[config.mk]
export PLATFORM = sky130hd
export DESIGN_NAME = toc_unit
export DESIGN_NICKNAME = d
export VERILOG_FILES = /design/src/rtl/toc_pkg.sv /design/src/rtl/toc_regs.sv /design/src/rtl/toc_match.sv /design/src/rtl/toc_flag.sv /design/src/rtl/toc_pin.sv /design/src/rtl/toc_unit.sv
export SDC_FILE = /design/constraint.sdc
export NUM_CORES = 1
export LEC_CHECK = 0
export BUFFER_PORTS_ARGS = -buffer_cell sky130_fd_sc_hd__buf_2
export CORE_MARGIN = 5
export CORE_UTILIZATION = 48
export CTS_CLUSTER_SIZE = 24
export DETAILED_ROUTE_END_ITERATION = 7
export MAX_ROUTING_LAYER = met4
export PLACE_DENSITY = 0.77
export SLEW_MARGIN = 20
export SYNTH_ARGS = -nofsm -noshare
export SYNTH_HDL_FRONTEND = slang
export SYNTH_HIERARCHICAL = 1
export SYNTH_SLANG_ARGS = --single-unit
[constraint.sdc]
create_clock -name clk -period 1.4 [get_ports clk]
set_clock_uncertainty 0.2 [all_clocks]
set_input_delay 0.07 -clock clk [delete_from_list [all_inputs] [get_ports clk]]
set_output_delay 0.07 -clock clk [all_outputs]
set_load 0.01 [all_outputs]
[src/rtl/toc_pkg.sv]
package toc_pkg;

  typedef enum logic [1:0] {
    TOC_SEL_HI  = 2'd0,
    TOC_SEL_LO  = 2'd1,
    TOC_SEL_CTL = 2'd2,
    TOC_SEL_STS = 2'd3
  } toc_sel_e;

  typedef struct packed {
    logic irq_en;
    logic level;
  } toc_ctl_t;

  localparam int unsigned TOC_CTL_LEVEL_BIT = 0;
  localparam int unsigned TOC_CTL_IEN_BIT   = 1;
  localparam int unsigned TOC_STS_FLAG_BIT  = 0;

endpackage

[src/rtl/toc_regs.sv]
module toc_regs
  import toc_pkg::*;
#(
  parameter int unsigned BYTE_W = 8,
  localparam int unsigned CNT_W = 2 * BYTE_W
) (
  input  logic              clk,
  input  logic              rst_sn,
  input  logic              wr_en,
  input  toc_sel_e          sel,
  input  logic [BYTE_W-1:0] wdata,
  output logic [CNT_W-1:0]  cmp_val,
  output toc_ctl_t          ctl,
  output logic              inhibit,
  output logic              lo_wr
);

  logic              hi_we;
  logic              lo_we;
  logic              ctl_we;
  logic [BYTE_W-1:0] cmp_hi_q;
  logic [BYTE_W-1:0] cmp_lo_q;
  toc_ctl_t          ctl_q;
  toc_ctl_t          ctl_d;
  logic              inh_q;
  logic              inh_d;

  // write decode
  always_comb begin
    hi_we  = wr_en && (sel == TOC_SEL_HI);
    lo_we  = wr_en && (sel == TOC_SEL_LO);
    ctl_we = wr_en && (sel == TOC_SEL_CTL);
  end

  // compare bytes: no reset, clock-enabled
  always_ff @(posedge clk) begin
    if (hi_we) begin
      cmp_hi_q <= wdata;
    end
  end

  always_ff @(posedge clk) begin
    if (lo_we) begin
      cmp_lo_q <= wdata;
    end
  end

  // control and inhibit next state
  always_comb begin
    ctl_d = ctl_q;
    if (ctl_we) begin
      ctl_d.level  = wdata[TOC_CTL_LEVEL_BIT];
      ctl_d.irq_en = wdata[TOC_CTL_IEN_BIT];
    end
    inh_d = inh_q;
    if (hi_we) begin
      inh_d = 1'b1;
    end else if (lo_we) begin
      inh_d = 1'b0;
    end
  end

  always_ff @(posedge clk or negedge rst_sn) begin
    if (!rst_sn) begin
      ctl_q <= '0;
      inh_q <= 1'b0;
    end else begin
      ctl_q <= ctl_d;
      inh_q <= inh_d;
    end
  end

  assign cmp_val = {cmp_hi_q, cmp_lo_q};
  assign ctl     = ctl_q;
  assign inhibit = inh_q;
  assign lo_wr   = lo_we;

endmodule

[src/rtl/toc_match.sv]
module toc_match #(
  parameter int unsigned BYTE_W = 8,
  parameter int unsigned NBYTES = 2,
  localparam int unsigned CNT_W = NBYTES * BYTE_W
) (
  input  logic             tick,
  input  logic             inhibit,
  input  logic [CNT_W-1:0] count,
  input  logic [CNT_W-1:0] cmp_val,
  output logic             hit
);

  logic [NBYTES-1:0] byte_eq;

  for (genvar b = 0; b < NBYTES; b++) begin : g_byte
    assign byte_eq[b] = (count[b*BYTE_W +: BYTE_W] == cmp_val[b*BYTE_W +: BYTE_W]);
  end

  always_comb begin
    hit = tick && !inhibit && (&byte_eq);
  end

endmodule

[src/rtl/toc_flag.sv]
module toc_flag (
  input  logic clk,
  input  logic rst_sn,
  input  logic hit,
  input  logic sts_rd,
  input  logic lo_wr,
  input  logic irq_en,
  output logic flag,
  output logic irq
);

  logic flag_q;
  logic flag_d;
  logic arm_q;
  logic arm_d;

  always_comb begin
    flag_d = flag_q;
    if (hit) begin
      flag_d = 1'b1;
    end else if (arm_q && lo_wr) begin
      flag_d = 1'b0;
    end

    arm_d = arm_q;
    if (sts_rd && flag_q) begin
      arm_d = 1'b1;
    end
    if (lo_wr || !flag_d) begin
      arm_d = 1'b0;
    end
  end

  always_ff @(posedge clk or negedge rst_sn) begin
    if (!rst_sn) begin
      flag_q <= 1'b0;
      arm_q  <= 1'b0;
    end else begin
      flag_q <= flag_d;
      arm_q  <= arm_d;
    end
  end

  assign flag = flag_q;
  assign irq  = flag_q && irq_en;

endmodule

[src/rtl/toc_pin.sv]
module toc_pin (
  input  logic clk,
  input  logic rst_sn,
  input  logic hit,
  input  logic level,
  output logic pin
);

  logic pin_q;
  logic pin_d;

  always_comb begin
    pin_d = pin_q;
    if (hit) begin
      pin_d = level;
    end
  end

  always_ff @(posedge clk or negedge rst_sn) begin
    if (!rst_sn) begin
      pin_q <= 1'b0;
    end else begin
      pin_q <= pin_d;
    end
  end

  assign pin = pin_q;

endmodule

[src/rtl/toc_unit.sv]
module toc_unit
  import toc_pkg::*;
#(
  parameter int unsigned BYTE_W    = 8,
  parameter int unsigned SYNC_DEPTH = 2,
  localparam int unsigned NBYTES   = 2,
  localparam int unsigned CNT_W    = NBYTES * BYTE_W
) (
  input  logic              clk,
  input  logic              rst_n,
  input  logic              tick,
  input  logic [CNT_W-1:0]  count_i,
  input  logic              wr_en,
  input  logic              rd_en,
  input  logic [1:0]        addr,
  input  logic [BYTE_W-1:0] wdata,
  output logic [BYTE_W-1:0] rdata,
  output logic              cmp_pin,
  output logic              irq
);

  logic [SYNC_DEPTH-1:0] rst_pipe_q;
  logic                  rst_sn;
  toc_sel_e              sel;
  logic [CNT_W-1:0]      cmp_val;
  toc_ctl_t              ctl;
  logic                  inhibit;
  logic                  lo_wr;
  logic                  hit;
  logic                  sts_rd;
  logic                  flag;
  logic [BYTE_W-1:0]     rd_mux;

  // asynchronous assertion, synchronous release
  always_ff @(posedge clk or negedge rst_n) begin
    if (!rst_n) begin
      rst_pipe_q <= '0;
    end else begin
      rst_pipe_q <= {rst_pipe_q[SYNC_DEPTH-2:0], 1'b1};
    end
  end
  assign rst_sn = rst_pipe_q[SYNC_DEPTH-1];

  assign sel    = toc_sel_e'(addr);
  assign sts_rd = rd_en && (sel == TOC_SEL_STS);

  toc_regs #(.BYTE_W(BYTE_W)) u_regs (
    .clk     (clk),
    .rst_sn  (rst_sn),
    .wr_en   (wr_en),
    .sel     (sel),
    .wdata   (wdata),
    .cmp_val (cmp_val),
    .ctl     (ctl),
    .inhibit (inhibit),
    .lo_wr   (lo_wr)
  );

  toc_match #(.BYTE_W(BYTE_W), .NBYTES(NBYTES)) u_match (
    .tick    (tick),
    .inhibit (inhibit),
    .count   (count_i),
    .cmp_val (cmp_val),
    .hit     (hit)
  );

  toc_flag u_flag (
    .clk    (clk),
    .rst_sn (rst_sn),
    .hit    (hit),
    .sts_rd (sts_rd),
    .lo_wr  (lo_wr),
    .irq_en (ctl.irq_en),
    .flag   (flag),
    .irq    (irq)
  );

  toc_pin u_pin (
    .clk    (clk),
    .rst_sn (rst_sn),
    .hit    (hit),
    .level  (ctl.level),
    .pin    (cmp_pin)
  );

  // read mux
  always_comb begin
    rd_mux = '0;
    case (sel)
      TOC_SEL_HI:  rd_mux = cmp_val[CNT_W-1 -: BYTE_W];
      TOC_SEL_LO:  rd_mux = cmp_val[BYTE_W-1:0];
      TOC_SEL_CTL: begin
        rd_mux[TOC_CTL_LEVEL_BIT] = ctl.level;
        rd_mux[TOC_CTL_IEN_BIT]   = ctl.irq_en;
      end
      TOC_SEL_STS: rd_mux[TOC_STS_FLAG_BIT] = flag;
      default:     rd_mux = '0;
    endcase
    rdata = rd_en ? rd_mux : '0;
  end

endmodule

==> key figures, run 1 <==
Worst setup path
  • Crit path DAT: ~2000 ps
  • Crit path capture: u_pin/pin
  • Max FO, Critical Path: 2
  • R2R Setup Slk: -630 ps
  • WP data required: ~1400 ps
  • Critical path class: reg2reg
  • R2R depth: 5
  • Setup crit start: u_regs/cmp_lo_q[0]
  • Critical Path Start Type: flip-flop
  • CP endpoint kind: flip-flop
  • FF-to-FF Start: u_regs/cmp_lo_q[0]
  • R2R Path End: u_pin/pin

Clocking
  • TritonCTS clock tree: built
  • Max Root-Sink Buffers: 2
  • Clock transition at path regs: around 130 ps
  • H-tree lvl count: 1
  • Count of clock tree sinks: 24
  • Clock latency on the worst-skew pair: 310 ps
  • Total CTS buffers: 3
  • Postcts setup bufs: 0
  • Clock Root Buffer: clkbuf_4

Run status
  • Failing checks: negative setup slack
  • Status: finished with violations

Route
  • First-pass DRT Iterations: 4
  • Drt drc: 0
  • Iter 0 DRT Violations: 21
  • DR vias: around 860
  • WL final: around 2.7 mm
  • WL/cell: 15.2 um
  • ANT nets after route: 0
  • DR vias/cell: roughly 4.9

Place
  • Post-Place Cell Area: ~0.0014 sq mm
  • Placer Congestion: 0.794
  • PortBufs: 40

Final layout
  • Design area: around 0.0017 sq mm
  • NumNets Final: 180
  • N_diodes: 0
  • Layout Area Growth over Synthesis: 44.2%
  • Layout cell share with drive strength beyond 1: between 40% and 50%

Min path
  • Worst min-delay path class: in2reg
  • Hold Crit Start: addr[1]

Timing
  • RSZ-0062 raised after global routing: true
  • Slew Viols, Final: 0
  • Final hold vios: 0
  • Slack of the critical path: -627 ps
  • Final number of setup-violating endpoints: 5
  • Final Critical Period: 2030 ps
  • Fin crit share: 145%
  • Fmax: about 0.49 GHz

Floorplan
  • Chip width: approximately 59 um
  • IO Count: between 40 and 50
  • Cell Rows: 17
  • Die Y: between 50 and 60 um
  • Core box area: 0.00225 sq mm
  • Initial core utilization: between 50% and 60%
  • Die Area: roughly 0.0035 sq mm

Power and ir drop
  • Leak Pwr: 0.756 nW
  • PD cells: 942 mW/mm^2
  • Peak VDD IR: about 780 uV
  • Final Total Pwr: between 1.5 and 2 mW

Synth
  • Synthesis Warnings: 6
  • Synth area leader: edfxtp_1
  • Synth unique cells: 24
  • Sequential area share after synthesis: between 50% and 60%
  • Synth Register Bits: 24
  • Syn_nets: approximately 110
  • Syn_area_per_cell: approximately 14 sq um
  • Synth Cell Area: ~0.0011 sq mm
  • Synth top area share: 42.0%
  • Cells after synthesis: 83
  • Main area contributors after synthesis: edfxtp_1 42%, dfrtp_1 17%, xor2_1 12%, mux2i_1 6.1%, nor2_1 2.3%

Global route
  • Gr usage total: 17.6%
  • Met2 usage: around a third
  • Global-route met3 utilization: between 1 and 1.5%
  • First-pass GRT wire length: 4.37 mm
  • Total gr overflow: 0
  • Busiest layer in global routing: met2
  • Largest net degree at the start of global routing: 15
  • Met1 usage: between 10% and 20%
  • Number of global-route vias before repair: 984
  • Initial antenna violation count: 0

Flow run
  • Max Cap Viol: 0
## cell type report
cell class                      count  area [sq um]
Sequential cell                    24           681
Multi-Input combinational cell     57           470
Clock inverter                      1          30.0
Tap cell                           28          35.0
Clock buffer                        3          22.5
Fill cell                         185           604
Inverter                            1          3.75
Timing Repair Buffer               62           408
## sequential cells by signal, summed over array words and instances, names as in the netlist
| signal | cells |
|---|---|
| rst_pipe_q | 2 |
| u_flag/arm_q | 1 |
| u_flag/flag | 1 |
| u_pin/pin | 1 |
| u_regs/cmp_hi_q | 8 |
| u_regs/cmp_lo_q | 8 |
| u_regs/ctl | 2 |
| u_regs/inhibit | 1 |
## critical path, stage by stage, from the launching register on
cell      delay, ps
edfxtp_1        430
xor2_1          180
nor4_2          380
nand4_1         190
nor4_4          210
mux2_4          330
## worst min-delay path by stage
stage,slack [ps],end,cells after the start
2_1_floorplan,-430,rst_pipe_q[0],0
3_3_place_gp,-350,rst_pipe_q[0],1
3_5_place_dp,-340,rst_pipe_q[0],1
4_1_cts,20,u_regs/inhibit,3
5_1_grt,40,u_regs/inhibit,3
6_report,30,u_regs/inhibit,3
## metal layers
layer  up-vias  part of all wire, %
met4         0                 0.34
li1        429                    -
met5         -                    0
met2        24                   54
met3         2                  5.4
met1       406                   40
## placed cells by master, fill, tap and decap left out, types with 3 or more instances in the layout
master	count
buf_2	39
xor2_1	16
edfxtp_1	16
dlygate4sd3_1	13
buf_4	8
dfrtp_1	8
mux2i_1	7
nor2_1	7
clkbuf_4	3
## where the power goes
group          switching (mW)  internal (mW)
clock network           0.199          0.289
logic                   0.109          0.132
registers              0.0243          0.801
total                   0.332           1.22
## cells by family after synthesis
kind of cell              synth area share (%)
DFF                                       59.5
and+or+nand+nor                           12.7
muxes                                     11.4
buffers and inverters                     1.31
AOI/OAI and AO/OA                         2.62
xor gates and xnor gates                  12.2
other                                    0.328
## Yosys cell counts
library cell	number
nor4_2	1
nand4_1	1
nor3b_1	1
conb_1	1
a21oi_1	1
edfxtp_1	16
nor2_1	7
nor4_1	3
mux2_1	2
mux4_2	1
and3_2	1
nor3b_2	1
mux2_4	1
buf_6	1
a21o_1	2
and2_1	3
inv_1	1
xor2_1	16
dfrtp_1	8
mux2i_1	7
o21ai_0	2
nand2_1	2
nand3b_1	2
nand2b_1	2
## what timing repair did
item                                   in CTS  in global routing
hold buffers                               13                  0
resized for setup                           4                  2
endpoints found under the hold margin      27                  0
setup endpoints to repair                   6                 11
pin swaps                                   3                  1
## metrics by stage
step / setup WS, ps / hold slack [ps] / setup TNS, ps / instances / utilization [%]
floorplan: -395 / -426 / -738 / 83 / -
global placement: -520 / -345 / -1370 / 159 / 64.1
detailed placement: -655 / -344 / -1800 / 159 / 64.1
CTS: -604 / 19.3 / -2230 / 176 / 72.8
global route: -680 / 36.5 / -2860 / 176 / 73.2
finish: -627 / 27.8 / -2240 / 176 / 73.2
(Power assumes the default switching activity.)
==> run 2: changes to the inputs <==
--- a/config.mk
+++ b/config.mk
@@ -8,9 +8,10 @@
 export BUFFER_PORTS_ARGS = -buffer_cell sky130_fd_sc_hd__buf_2
 export CORE_MARGIN = 5
-export CORE_UTILIZATION = 48
+export CORE_UTILIZATION = 43
 export CTS_CLUSTER_SIZE = 24
 export DETAILED_ROUTE_END_ITERATION = 7
+export HOLD_SLACK_MARGIN = 0.06
 export MAX_ROUTING_LAYER = met4
-export PLACE_DENSITY = 0.77
+export PLACE_DENSITY = 0.72
 export SLEW_MARGIN = 20
 export SYNTH_ARGS = -nofsm -noshare
==> constraint.sdc (replaced) <==
create_clock -name clk -period 1.79 [get_ports clk]
set_clock_uncertainty 0.2 [all_clocks]
set_input_delay 0.0895 -clock clk [delete_from_list [all_inputs] [get_ports clk]]
set_output_delay 0.0895 -clock clk [all_outputs]
set_load 0.02 [all_outputs]
==> run 2 against run 1 <==
- the flow still finishes with violations (negative setup slack)
- non-clock buffer count is 2 lower
- hold slack improved by 120 ps
- register-to-register slack improved by 410 ps
- die area increased by 9.6%
- routed wire length fell by 3.3%
- global-route usage fell by 1.5 points
- first-iteration DRC count is 48% lower
- critical path depth is the same
- count of clock-buffer cells in the layout grew 1
- power down 29%
- critical endpoint unchanged
- largest power group unchanged
==> key figures, run 2 (synthesis gave the netlist of run 1 again) <==
Clocking
  • H-tree lvl count: 1 (unchanged)
  • Total CTS buffers: 3 (unchanged)
  • Clock Root Buffer: clkbuf_4
  • Clock latency on the worst-skew pair: 300 ps (about the same)
  • TritonCTS clock tree: built
  • Count of clock tree sinks: 24 (unchanged)
  • Max Root-Sink Buffers: 2 (unchanged)
  • Clock transition at path regs: 130 ps (about the same)

Worst setup path
  • Setup crit start: u_regs/cmp_lo_q[0]
  • Critical path class: reg2reg
  • Crit-path max cell delay: 420 ps (about the same)
  • CP bufs+invs: 0 (unchanged)
  • R2R depth: 5 (unchanged)
  • Delay-heaviest family, CP: simple AND/OR/NAND/NOR gates
  • R2R Setup Slk: -210 ps (+410 ps)
  • Max FO, Critical Path: 2 (unchanged)
  • FF-to-FF Start: u_regs/cmp_lo_q[0]
  • Critical Path Start Type: flip-flop
  • WP data required: 1790 ps (+390 ps)
  • Cells along the critical path: xor2_1 -> nor4_2 -> nand4_1 -> nor4_4 -> mux2_4
  • R2R Path End: u_pin/pin
  • CP Depth: 5 (unchanged)
  • Crit path capture: u_pin/pin
  • Slowest CP cell: edfxtp_1
  • Crit path DAT: 2010 ps (-20 ps)
  • CP endpoint kind: flip-flop

Final layout
  • Most frequent cells in the layout: 39 x buf_2, 16 x xor2_1, 16 x edfxtp_1
  • Layout cell share with drive strength beyond 1: 41.1% (-0.12 points)
  • Final core utilization: 64.2% (-9.0 points)
  • Most common cell after layout, fill and taps aside: buf_2
  • Layout Area Growth over Synthesis: 41.5%
  • Fin cells: 176 (unchanged)
  • N_diodes: 0 (unchanged)
  • Largest regs: u_regs/cmp_hi_q x8, u_regs/cmp_lo_q x8
  • Design area: 0.00162 sq mm (-1.8%)
  • NumNets Final: 178 (-1.1%)

Floorplan
  • Cell Rows: 18 (+1)
  • IO Count: 41 (unchanged)
  • Initial core utilization: 45.4% (-5.4 points)
  • Die Y: 61.6 um (+4.7%)
  • Die Area: 0.00379 sq mm (+9.6%)
  • Core box area: 0.00252 sq mm (+12%)
  • Chip width: 61.6 um (+4.7%)

Timing
  • WHS: 151 ps (+124 ps)
  • Final hold vios: 0 (unchanged)
  • Fmax: 0.499 GHz (+1.2%)
  • Final Critical Period: 2000 ps (-23.2 ps)
  • Slew Viols, Final: 0 (unchanged)
  • RSZ-0062 raised after global routing: true
  • Fin crit share: 112% (-33 points)
  • Final number of setup-violating endpoints: 4 (-1)
  • Slack of the critical path: -214 ps (+413 ps)
  • Setup_tns: -539 ps (+1700 ps)

Route
  • First-pass DRT Iterations: 4 (unchanged)
  • DR vias/cell: 4.81 (-1.7%)
  • ANT nets after route: 0 (unchanged)
  • Drt drc: 0 (unchanged)
  • Iter 0 DRT Violations: 11 (-48%)
  • WL/cell: 14.7 um (-3.3%)
  • DR vias: 846 (-1.7%)
  • WL final: 2.59 mm (-3.3%)

Place
  • Post-placement cell count: 157 (-1.3%)
  • PortBufs: 40 (unchanged)
  • Post-Place Cell Area: 0.00142 sq mm (-1.9%)
  • Dpl ws: -302 ps (+353 ps)
  • Placer Congestion: 0.739 (-7.0%)
  • Post-DP HPWL: 1.93 mm

Flow run
  • Max Cap Viol: 0 (unchanged)

Global route
  • Gr usage total: 16.1% (-1.5 points)
  • Number of global-route vias before repair: 938 (-4.7%)
  • Initial antenna violation count: 0 (unchanged)
  • First-pass GRT wire length: 4.23 mm (-3.2%)
  • Largest net degree at the start of global routing: 14 (-1)
  • Total gr overflow: 0 (unchanged)

Power and ir drop
  • Leak Pwr: 0.740 nW (-2.1%)
  • Peak VDD IR: 588 uV (-24%)
  • Final Total Pwr: 1.11 mW (-29%)
  • PD cells: 685 mW/mm^2 (-27%)

Run status
  • Failing checks: negative setup slack
  • Status: finished with violations

Min path
  • Worst min-delay path class: in2reg
  • Hold Crit Start: rd_en
-- run 2: cell type report --
cell class | instances | area, sq um
fill | 202 | 902
sequential | 24 | 681
multi-input combinational | 57 | 473
timing repair buffer | 60 | 389
tap | 30 | 37.5
clock buffer | 4 | 36.3
inverter | 1 | 3.75
-- run 2: where the power goes --
group | internal, mW | leakage, nW | switching [mW] | total (mW)
clock network | 0.124 | 0.0210 | 0.152 | 0.276
registers | 0.627 | 0.248 | 0.0193 | 0.646
logic | 0.101 | 0.471 | 0.0879 | 0.189
total | 0.851 | 0.740 | 0.259 | 1.11
-- run 2: worst min-delay path by stage --
| stage | end | slack, ps | cells past startpoint |
|---|---|---|---|
| after CTS | u_flag/arm_q | 130 | 4 |
| after detailed placement | rst_pipe_q[1] | -320 | 1 |
| final | u_flag/arm_q | 150 | 4 |
| after floorplan | rst_pipe_q[0] | -410 | 0 |
| after global placement | rst_pipe_q[1] | -330 | 1 |
| after global routing | u_flag/arm_q | 160 | 4 |
-- run 2: timing repair --
action / 4_1_cts / 5_1_grt
hold buffers: 14 / 0
gates resized for setup: 6 / 0
endpoints found under the hold margin: 27 / 0
buffers inserted: 2 / 0
pin swaps: 3 / 1
gates cloned: 0 / 0
setup endpoints to repair: 4 / 5
-- run 2: per-layer routing --
metal  GRT usage [%]  share of wire [%]  wire [um]  vias up
met5               -                  0          0        -
met4            4.55                1.0         27        0
met3            2.94                5.3        137        4
met2            27.2                 52       1340       25
met1            19.7                 42       1090      394
li1                -                  -          -      423
-- run 2: worst min-delay path, delay by kind of cell --
kind / cells / cell delay (ps)
buf+inv: 1 / 110
compound gates: 2 / 250
simple gates: 1 / 180
